### src/rtl/twsi_br_pkg.sv
package twsi_br_pkg;

  localparam int CMD_W    = 64;
  localparam int VLD_BIT  = 63;
  localparam int RD_BIT   = 56;
  localparam int OP_MSB   = 60;
  localparam int OP_LSB   = 57;
  localparam int RSEL_MSB = 34;
  localparam int RSEL_LSB = 32;
  localparam int BYTE_W   = 8;

  localparam logic [3:0] OP_CLK_HIGH = 4'b0100;
  localparam logic [3:0] OP_EXT      = 4'b0110;

  localparam logic [2:0] RSEL_DATA     = 3'd1;
  localparam logic [2:0] RSEL_CTL      = 3'd2;
  localparam logic [2:0] RSEL_CLK_STAT = 3'd3;
  localparam logic [2:0] RSEL_RESET    = 3'd7;

  typedef enum logic [2:0] {
    TGT_NONE   = 3'd0,
    TGT_DATA   = 3'd1,
    TGT_CTL    = 3'd2,
    TGT_CLKCTL = 3'd3,
    TGT_STATUS = 3'd4,
    TGT_CLKHI  = 3'd5,
    TGT_RESET  = 3'd6
  } tgt_e;

  typedef struct packed {
    tgt_e tgt;
    logic we;
    logic known;
  } dec_t;

endpackage

### src/rtl/twsi_br_rst_sync.sv
module twsi_br_rst_sync #(
  parameter int STAGES = 2
) (
  input  logic clk,
  input  logic rst_n,
  output logic rst_sync_n
);

  logic [STAGES-1:0] chain_q;

  always_ff @(posedge clk or negedge rst_n) begin
    if (!rst_n) begin
      chain_q <= '0;
    end else begin
      chain_q <= {chain_q[STAGES-2:0], 1'b1};
    end
  end

  assign rst_sync_n = chain_q[STAGES-1];

endmodule

### src/rtl/twsi_br_decode.sv
module twsi_br_decode
  import twsi_br_pkg::*;
(
  input  logic [3:0] op_i,
  input  logic [2:0] rsel_i,
  input  logic       rd_i,
  output dec_t       dec_o
);

  tgt_e tgt;

  always_comb begin
    tgt = TGT_NONE;
    case (op_i)
      OP_CLK_HIGH: tgt = TGT_CLKHI;
      OP_EXT: begin
        case (rsel_i)
          RSEL_DATA:     tgt = TGT_DATA;
          RSEL_CTL:      tgt = TGT_CTL;
          RSEL_CLK_STAT: tgt = rd_i ? TGT_STATUS : TGT_CLKCTL;
          RSEL_RESET:    tgt = rd_i ? TGT_NONE : TGT_RESET;
          default:       tgt = TGT_NONE;
        endcase
      end
      default: tgt = TGT_NONE;
    endcase
  end

  always_comb begin
    dec_o.tgt   = tgt;
    dec_o.known = (tgt != TGT_NONE);
    dec_o.we    = (tgt != TGT_NONE) && !rd_i;
  end

endmodule

### src/rtl/twsi_br_seq.sv
module twsi_br_seq #(
  parameter int ACC_CYCLES = 3
) (
  input  logic clk,
  input  logic rst_n,
  input  logic start_i,
  input  logic known_i,
  output logic active_o,
  output logic req_o,
  output logic done_o
);

  localparam int CW = (ACC_CYCLES > 1) ? $clog2(ACC_CYCLES) : 1;
  localparam logic [CW-1:0] CNT_TOP = CW'(ACC_CYCLES - 1);

  typedef enum logic {ST_IDLE, ST_BUSY} st_e;

  st_e           st_q, st_d;
  logic [CW-1:0] cnt_q, cnt_d;
  logic          st_en, cnt_en;

  assign active_o = (st_q == ST_BUSY);
  assign done_o   = active_o && (!known_i || (cnt_q == '0));
  assign req_o    = active_o && known_i && (cnt_q == CNT_TOP);

  always_comb begin
    st_d   = st_q;
    cnt_d  = cnt_q;
    st_en  = 1'b0;
    cnt_en = 1'b0;
    case (st_q)
      ST_IDLE: begin
        if (start_i) begin
          st_d   = ST_BUSY;
          st_en  = 1'b1;
          cnt_d  = CNT_TOP;
          cnt_en = 1'b1;
        end
      end
      ST_BUSY: begin
        if (done_o) begin
          st_d  = ST_IDLE;
          st_en = 1'b1;
        end else begin
          cnt_d  = cnt_q - CW'(1);
          cnt_en = 1'b1;
        end
      end
      default: begin
        st_d  = ST_IDLE;
        st_en = 1'b1;
      end
    endcase
  end

  always_ff @(posedge clk or negedge rst_n) begin
    if (!rst_n) begin
      st_q  <= ST_IDLE;
      cnt_q <= '0;
    end else begin
      if (st_en)  st_q  <= st_d;
      if (cnt_en) cnt_q <= cnt_d;
    end
  end

endmodule

### src/rtl/twsi_br_csr.sv
module twsi_br_csr
  import twsi_br_pkg::*;
#(
  parameter int INT_W = 12
) (
  input  logic              clk,
  input  logic              rst_n,
  input  logic              host_wr_i,
  input  logic              host_sel_i,
  input  logic [CMD_W-1:0]  host_wdata_i,
  input  logic              done_i,
  input  logic              ret_en_i,
  input  logic [BYTE_W-1:0] ret_byte_i,
  output logic [CMD_W-1:0]  cmd_q_o,
  output logic [INT_W-1:0]  int_q_o,
  output logic              start_o
);

  logic [CMD_W-1:0] cmd_q, cmd_d;
  logic             cmd_we, cmd_en, int_we;

  assign cmd_we  = host_wr_i && !host_sel_i && !cmd_q[VLD_BIT];
  assign start_o = cmd_we && host_wdata_i[VLD_BIT];
  assign int_we  = host_wr_i && host_sel_i;
  assign cmd_en  = cmd_we || done_i;

  always_comb begin
    cmd_d = cmd_q;
    if (cmd_we) begin
      cmd_d = host_wdata_i;
    end else if (done_i) begin
      cmd_d[VLD_BIT] = 1'b0;
      if (ret_en_i) cmd_d[BYTE_W-1:0] = ret_byte_i;
    end
  end

  always_ff @(posedge clk or negedge rst_n) begin
    if (!rst_n) begin
      cmd_q   <= '0;
      int_q_o <= '0;
    end else begin
      if (cmd_en) cmd_q   <= cmd_d;
      if (int_we) int_q_o <= host_wdata_i[INT_W-1:0];
    end
  end

  assign cmd_q_o = cmd_q;

endmodule

### src/rtl/twsi_csr_bridge.sv
module twsi_csr_bridge
  import twsi_br_pkg::*;
#(
  parameter int ACC_CYCLES = 3,
  parameter int INT_W      = 12,
  parameter int IRQ_EN_BIT = 6
) (
  input  logic              clk,
  input  logic              rst_n,
  input  logic              host_wr,
  input  logic              host_sel,
  input  logic [63:0]       host_wdata,
  output logic [63:0]       host_rdata,
  output logic              core_req_o,
  output logic              core_we_o,
  output logic [2:0]        core_sel_o,
  output logic [7:0]        core_wdata_o,
  input  logic [7:0]        core_rdata_i,
  output logic              irq_en_o,
  output logic [INT_W-1:0]  int_reg_o
);

  logic              rst_sync_n;
  logic [CMD_W-1:0]  csr_word;
  logic              csr_valid;
  logic [INT_W-1:0]  int_q;
  logic              start, active, done, drive;
  logic [BYTE_W-1:0] ret_byte;
  dec_t              dec;

  twsi_br_rst_sync #(.STAGES(2)) u_rst (
    .clk        (clk),
    .rst_n      (rst_n),
    .rst_sync_n (rst_sync_n)
  );

  twsi_br_decode u_dec (
    .op_i   (csr_word[OP_MSB:OP_LSB]),
    .rsel_i (csr_word[RSEL_MSB:RSEL_LSB]),
    .rd_i   (csr_word[RD_BIT]),
    .dec_o  (dec)
  );

  twsi_br_seq #(.ACC_CYCLES(ACC_CYCLES)) u_seq (
    .clk      (clk),
    .rst_n    (rst_sync_n),
    .start_i  (start),
    .known_i  (dec.known),
    .active_o (active),
    .req_o    (core_req_o),
    .done_o   (done)
  );

  assign ret_byte = dec.known ? core_rdata_i : '0;

  twsi_br_csr #(.INT_W(INT_W)) u_csr (
    .clk          (clk),
    .rst_n        (rst_sync_n),
    .host_wr_i    (host_wr),
    .host_sel_i   (host_sel),
    .host_wdata_i (host_wdata),
    .done_i       (done),
    .ret_en_i     (csr_word[RD_BIT]),
    .ret_byte_i   (ret_byte),
    .cmd_q_o      (csr_word),
    .int_q_o      (int_q),
    .start_o      (start)
  );

  assign csr_valid    = csr_word[VLD_BIT];
  assign drive        = active && dec.known;
  assign core_sel_o   = drive ? dec.tgt : TGT_NONE;
  assign core_we_o    = drive && dec.we;
  assign core_wdata_o = (drive && dec.we) ? csr_word[BYTE_W-1:0] : '0;
  assign host_rdata   = host_sel ? CMD_W'(int_q) : csr_word;
  assign irq_en_o     = int_q[IRQ_EN_BIT];
  assign int_reg_o    = int_q;

endmodule

### config.mk
export PLATFORM = sky130hd
export DESIGN_NAME = twsi_csr_bridge
export DESIGN_NICKNAME = d
export VERILOG_FILES = /design/src/rtl/twsi_br_pkg.sv /design/src/rtl/twsi_br_rst_sync.sv /design/src/rtl/twsi_br_decode.sv /design/src/rtl/twsi_br_seq.sv /design/src/rtl/twsi_br_csr.sv /design/src/rtl/twsi_csr_bridge.sv
export SDC_FILE = /design/constraint.sdc
export NUM_CORES = 1
export LEC_CHECK = 0
export ABC_CLOCK_PERIOD_IN_PS = 2600
export BUFFER_PORTS_ARGS = -buffer_cell sky130_fd_sc_hd__buf_2
export CORE_AREA = 2 2 108 110
export DETAILED_ROUTE_END_ITERATION = 16
export DIE_AREA = 0 0 110 112
export GPL_ROUTABILITY_DRIVEN = 0
export GPL_TIMING_DRIVEN = 0
export REMOVE_ABC_BUFFERS = 1
export SLEW_MARGIN = 30
export SYNTH_ARGS = -nofsm -noshare
export SYNTH_HDL_FRONTEND = slang
export SYNTH_SLANG_ARGS = --single-unit
### constraint.sdc
create_clock -name clk -period 2.6 [get_ports clk]
set_clock_uncertainty 0.1 [all_clocks]
set_input_delay 0.52 -clock clk [delete_from_list [all_inputs] [get_ports clk]]
set_output_delay 0.52 -clock clk [all_outputs]
set_load 0.01 [all_outputs]
==> results of run 1 <==
## area by class of cell
| class | instances | area (um^2) |
|---|---|---|
| Multi-Input combinational cell | 200 | 1690 |
| Inverter | 5 | 18.77 |
| Fill cell | 1089 | 6050 |
| Clock buffer | 12 | 246.5 |
| Timing Repair Buffer | 175 | 952.2 |
| Tap cell | 143 | 178.9 |
| Clock inverter | 1 | 5.005 |
| Sequential cell | 81 | 2033 |
## routing by layer
layer	wire length, um	GRT usage (%)	vias up
met5	13	0	-
met4	114	5.738	2
li1	-	-	1371
met1	3845	18.52	1399
met2	4388	24.95	99
met3	704	4.274	11
## power groups by stage
stage               Combinational (mW)  Sequential [mW]  Clock [mW]
floorplan                         1.14             2.10           0
global placement                  1.64             2.16           0
detailed placement                1.72             2.19           0
CTS                               1.76             2.15        1.15
global route                      1.90             2.23        1.21
finish                            1.72             2.14        1.10
## metrics by stage
| stage | total power, mW | cell area (um^2) | hold WS [ns] | setup TNS (ns) |
|---|---|---|---|---|
| 2_1_floorplan | 3.241 | 3730 | 0.1244 | -71.65 |
| 3_3_place_gp | 3.803 | 4735 | 0.2063 | -298.51 |
| 3_5_place_dp | 3.904 | 4846 | 0.2125 | 0 |
| 4_1_cts | 5.058 | 5124 | 0.2154 | 0 |
| 5_1_grt | 5.346 | 5125 | 0.2364 | 0 |
| 6_report | 4.966 | 5125 | 0.1948 | 0 |
## worst paths after layout
kind	cells after the start	slack, ns	end	from
max in group asynchronous	1	1.61	u_csr.cmd_q_o[1]	u_rst.chain_q[1]
worst min-delay path	0	0.19	u_csr.cmd_q_o[14]	u_rst.chain_q[1]
worst max register to register	4	0.76	u_csr.cmd_q_o[2]	u_csr.cmd_q_o[34]
worst min register to register	0	0.19	u_csr.cmd_q_o[14]	u_rst.chain_q[1]
min in group clk	0	0.26	u_rst.chain_q[1]	u_rst.chain_q[0]
worst max-delay path	6	0.13	core_wdata_o[6]	u_csr.cmd_q_o[56]
## kinds of logic after synthesis
| family | after synthesis | share of synthesized area [%] |
|---|---|---|
| buffers and inverters | 24 | 2.913 |
| AO/OA/AOI/OAI | 20 | 3.928 |
| multiplexers | 89 | 25.86 |
| adder cells (fa/ha/maj) | 2 | 0.6546 |
| XOR/XNOR | 1 | 0.2292 |
| other | 1 | 0.09811 |
| flip-flops | 81 | 53.03 |
| AND/OR/NAND/NOR | 87 | 13.29 |
## synth_stat cells, drive strengths merged
library cell	instances
xor2	1
conb	1
a211o	1
a21oi	3
buf	11
a311o	1
o21ai	9
or3b	1
a21o	1
clkbuf	8
nand3	4
nor2b	50
a211oi	1
and3	1
mux2	78
ha	2
o41ai	1
a2bb2oi	1
nor2	4
nand2	13
nand3b	1
nor3b	2
a311oi	1
and2	9
o31ai	1
nand2b	2
dfrtp	81
mux2i	11
inv	5
## registers in the layout, summed over array words and instances (netlist names)
signal          flops
u_csr.cmd_q_o      64
u_csr.int_q_o      12
u_rst.chain_q       2
u_seq.active_o      1
u_seq.cnt_q         2
## what timing repair did
item	4_1_cts	5_1_grt
hold buffers	1	0
pin swaps	1	0
setup buffers	2	0
setup endpoints to repair	9	6
gates resized for setup	1	1
hold endpoints to repair	2	0
gates cloned	0	0
==> metrics.txt, run 1 <==
Tcrit/Tclk final 94.96%; row cnt 39; crit path cell chain nand2b_1 > a21o_1 > a311oi_4 > buf_4 > and2_1 > buf_2; Worst-Margin Slew 0.7410 ns; final count of hold timing violations 0; CTS max path bufs 2; Fmax achieved 405.0 MHz; clock period minus worst slack 2.469 ns; CTS tree built; via/cell ratio 4.671; Synth area leaders dfrtp_1 (53%), mux2_2 (23%), nor2b_1 (8.2%); I/O pin count 166; die height 112 um; Starting Density 34.21%; # DRC 0; RSZ-0062 raised after global routing false; Crit Path Max Fanout 9; Cells after DPL 601; Final Non-Filler Cells between 600 and 700; share of layout cells above drive strength 1 56.75%; cell taking the most area after synthesis dfrtp_1; Sinks on Clock Net 81; worst path required time just under 2 ns; max-cap violations 0; largest net degree at the start of global routing 67; post-route setup slack 0.1311 ns; startpoint types register; cells after synthesis 305; Net Sw Frac a little under a third; endpoints failing setup 0; Leak 2.551 nW; Flop pwr share 43.2%; Cell Area, Synth 3822 um^2; die area 12320 um^2; Power Density 969.1 nW/um^2; sequential area share after synthesis a little over half; Net count, final 550; VDD IR-drop max 372.3 uV; Clock Power Share between 20% and 30%; IO Port Bufs about 170; Max stage delay on crit path 0.40 ns; Arrival @ worst endpoint 1.85 ns; delay-heaviest family, CP compound AO/OA/AOI/OAI gates; Yosys top cell area share 53.03%; Core ar. 11170 um^2; drt initial violations 105; DR pass1 iterations 4; GRT overflow 0; worst skew pair latency 0.32 ns; Avg Cell Area, Syn 12.53 um^2; total global-route track usage 15.11%; #FFs+latches synth 81; switching power 1.515 mW; H-Tree Depth 3; Routed Antenna Nets 0; vias post-DR 2882; final core utilization a little under half; antenna cells 0; CP endpoint kind primary output; global-route wire length before repair 14.51 mm; count of different cell masters after synthesis 33; outcome finished, final reports clean; Worst-path clk slew 0.06 ns; critical path's slowest cell dfrtp_2; root buffer cell clkbuf_16; internal power 3.451 mW; Synth Warn # 0; most common cell after layout, fill and taps aside buf_2; die span in x roughly 110 um; critical path type register to primary output; combinational cell fraction of total power 34.6%; vias in the first global route a little over 3000; area delta synth->final 34.08%; initial antenna violation count 1; Hold Path Class register to async pin; Max Transition Viols Final 0; Rel. slew slack 50.60%; drt total wl 9.067 mm; Worst Path Buf+Inv 2; CTS Buf Count 9; DPL Wire Length 6.652 mm; most frequent cells in the layout buf_2 (164), mux2_2 (78), dfrtp_1 (78), nor2b_1 (50), nand2_1 (13); routed len/inst roughly 15 um; Place WS roughly 0.22 ns
Power figures use the tool's default switching activity.
==> run 2: changes to the inputs <==
--- a/config.mk
+++ b/config.mk
@@ -7,13 +7,14 @@
 export LEC_CHECK = 0
 export ABC_CLOCK_PERIOD_IN_PS = 2600
 export BUFFER_PORTS_ARGS = -buffer_cell sky130_fd_sc_hd__buf_2
-export CORE_AREA = 2 2 108 110
+export CORE_AREA = 2 2 125 102
 export DETAILED_ROUTE_END_ITERATION = 16
-export DIE_AREA = 0 0 110 112
+export DIE_AREA = 0 0 127 104
 export GPL_ROUTABILITY_DRIVEN = 0
 export GPL_TIMING_DRIVEN = 0
 export REMOVE_ABC_BUFFERS = 1
 export SLEW_MARGIN = 30
 export SYNTH_ARGS = -nofsm -noshare
 export SYNTH_HDL_FRONTEND = slang
+export SYNTH_HIERARCHICAL = 1
 export SYNTH_SLANG_ARGS = --single-unit
==> metrics.txt, run 2 <==
outcome finished, final reports clean; vias post-DR 3198; Sinks on Clock Net about 80; Hold Path Class register to async pin; total global-route track usage 16.13%; Avg Cell Area, Syn 12.50 um^2; Power Density 1016 nW/um^2; die area ~13000 um^2; Crit Path Max Fanout 16; Cell Area, Synth 4101 um^2; switching power roughly 1.8 mW; Worst R2R Setup Slack 0.40 ns; total power 5.563 mW; worst path required time 1.98 ns; final instance area 5474 um^2; global-route wire length before repair 17.01 mm; critical path type register to primary output; endpoints failing setup 0; Worst Reg-to-Reg Cells 8; worst r2r src u_csr/cmd_q_o[33]; Final Non-Filler Cells roughly 650; initial antenna violation count 0; Cells after DPL 626; # fillers 1135; Net Sw Frac a little under a third; drt total wl 10.42 mm; cell taking the most area after synthesis dfrtp_1; post-route setup TNS 0 ns; Synth Flop Type dfrtp_1; area delta synth->final 33.47%; ys async rst share between 90% and 100%; # DRC 0; DPL Wire Length ~7.3 mm; Placement Cell Area 5065 um^2; DR pass1 iterations 4; IO Port Bufs 165; VDD IR-drop max 622.4 uV; drt initial violations 155; Routed Antenna Nets 0; row cnt 36; CTS Buf Count 9; CTS max path bufs 2; Starting Density 34.23%; commonest cells in the netlist dfrtp_1 (81), mux2_2 (70), nor2b_1 (52), buf_2 (13), nand3_1 (10); die height 104 um; cells after synthesis about 330; Clock Power Share 22.7%; EDFF count, synth 0; count of different cell masters after synthesis 43; Synth area leaders dfrtp_1 (49%), mux2_2 (19%), nor2b_1 (7.9%); Fmax achieved 394.5 MHz; Yosys top cell area share 49.42%; clock period minus worst slack approximately 2.5 ns; antenna cells 0; Synth Warn # 6; Worst Setup SP u_csr/cmd_q_o[56]; final count of hold timing violations 0; share of layout cells above drive strength 1 about three fifths; sequential area share after synthesis 49.42%; Core ar. 11980 um^2; max-cap violations 0; max reg flops 64; internal power 3.784 mW; root buffer cell clkbuf_16; H-Tree Depth 3; startpoint types register; Tcrit/Tclk final 97.50%; most frequent cells in the layout buf_2 (164), dfrtp_1 (77), mux2_2 (70), nor2b_1 (52), nand3_1 (10); Rel. slew slack approximately three fifths; vias in the first global route 3394; most common cell after layout, fill and taps aside buf_2; Leak roughly 2.6 nW; Worst-Margin Slew 0.6201 ns; Net count, final 572; GRT overflow 0; die span in x ~130 um; final core utilization 45.69%; worst skew pair latency roughly 0.34 ns; CP endpoint kind primary output; I/O pin count 166; most common cell in the netlist dfrtp_1; Flop pwr share 39.6%; Arrival @ worst endpoint 1.92 ns; Worst-path clk slew 0.06 ns; routed len/inst 16.00 um; largest net degree at the start of global routing 43; #FFs+latches synth 81; via/cell ratio 4.912; combinational cell fraction of total power 37.7%; reg2reg end u_csr/cmd_q_o[5]; CTS tree built; Max Transition Viols Final 0
[run 2: changes by cell type after synthesis, sizes merged, moves of 4 or more]
cell and change:
nand2 -11, buf +10, mux2i -10, a31oi +9, o21ai -9, a21bo +8
and4 +8, nor4b +8, nand3 +6, and3 +4
[run 2: final cells by class]
class                      instances  area [um^2]  area share, %
sequential                        81         2037          37.21
multi-input combinational        215         1924          35.15
timing repair buffer             181         1002          18.31
clock buffer                      11        242.7          4.434
tap                              152        190.2          3.474
clock inverter                     5        55.05          1.006
inverter                           6        22.52         0.4114
[run 2: repair_timing]
action                                  in CTS  in global routing
gates resized for setup                      4                  6
hold buffers                                 1                  0
setup buffers                                7                  1
hold endpoints to repair                     2                  0
pin swaps                                    2                  0
endpoints found under the setup margin      13                 13
[run 2: logic make-up after synthesis]
| group | Yosys count | synth area share (%) |
|---|---|---|
| xor gates and xnor gates | 1 | 0.2136 |
| adders and majority gates | 3 | 0.8846 |
| other | 1 | 0.09143 |
| AOI/OAI and AO/OA | 26 | 5.095 |
| buffers and inverters | 32 | 4.820 |
| muxes | 80 | 22.67 |
| and+or+nand+nor | 104 | 16.81 |
| DFF | 81 | 49.42 |
[run 2: routing by layer]
layer	global-route usage, %	vias to the layer above	share of wire [%]
met2	24.46	135	44
met4	5.495	0	1.7
li1	-	1487	-
met1	20.52	1560	45
met3	7.150	16	9.2
met5	0	-	0
[run 2: worst max path at each step]
stage / endpoint / cells after the start
finish: core_wdata_o[0] / 5
global route: core_wdata_o[3] / 6
CTS: core_wdata_o[0] / 5
detailed placement: core_wdata_o[0] / 5
global placement: u_seq/cnt_q[0] / 5
floorplan: u_seq/cnt_q[0] / 4
[run 2: through the flow]
stage          hold WS, ns  setup slack (ns)
6_report            0.2262           0.06496
5_1_grt             0.2688         -0.005152
4_1_cts             0.2566          0.006659
3_5_place_dp        0.2081           -0.1667
3_3_place_gp        0.2062            -2.826
2_1_floorplan       0.1244           -0.8347
[run 2: critical path, cell delays in order, from the launching register on]
cell and delay (ns):
dfrtp_4 0.47, or3_4 0.40, a31oi_4 0.19, buf_8 0.16, and4_1 0.21, buf_2 0.14
[run 2: power groups by stage]
stage	Combinational (mW)	Sequential [mW]	Clock [mW]
after global placement	1.82	2.23	0
after floorplan	1.29	2.13	0
after global routing	2.28	2.28	1.37
after detailed placement	1.91	2.26	0
final	2.10	2.20	1.26
after CTS	2.08	2.20	1.32
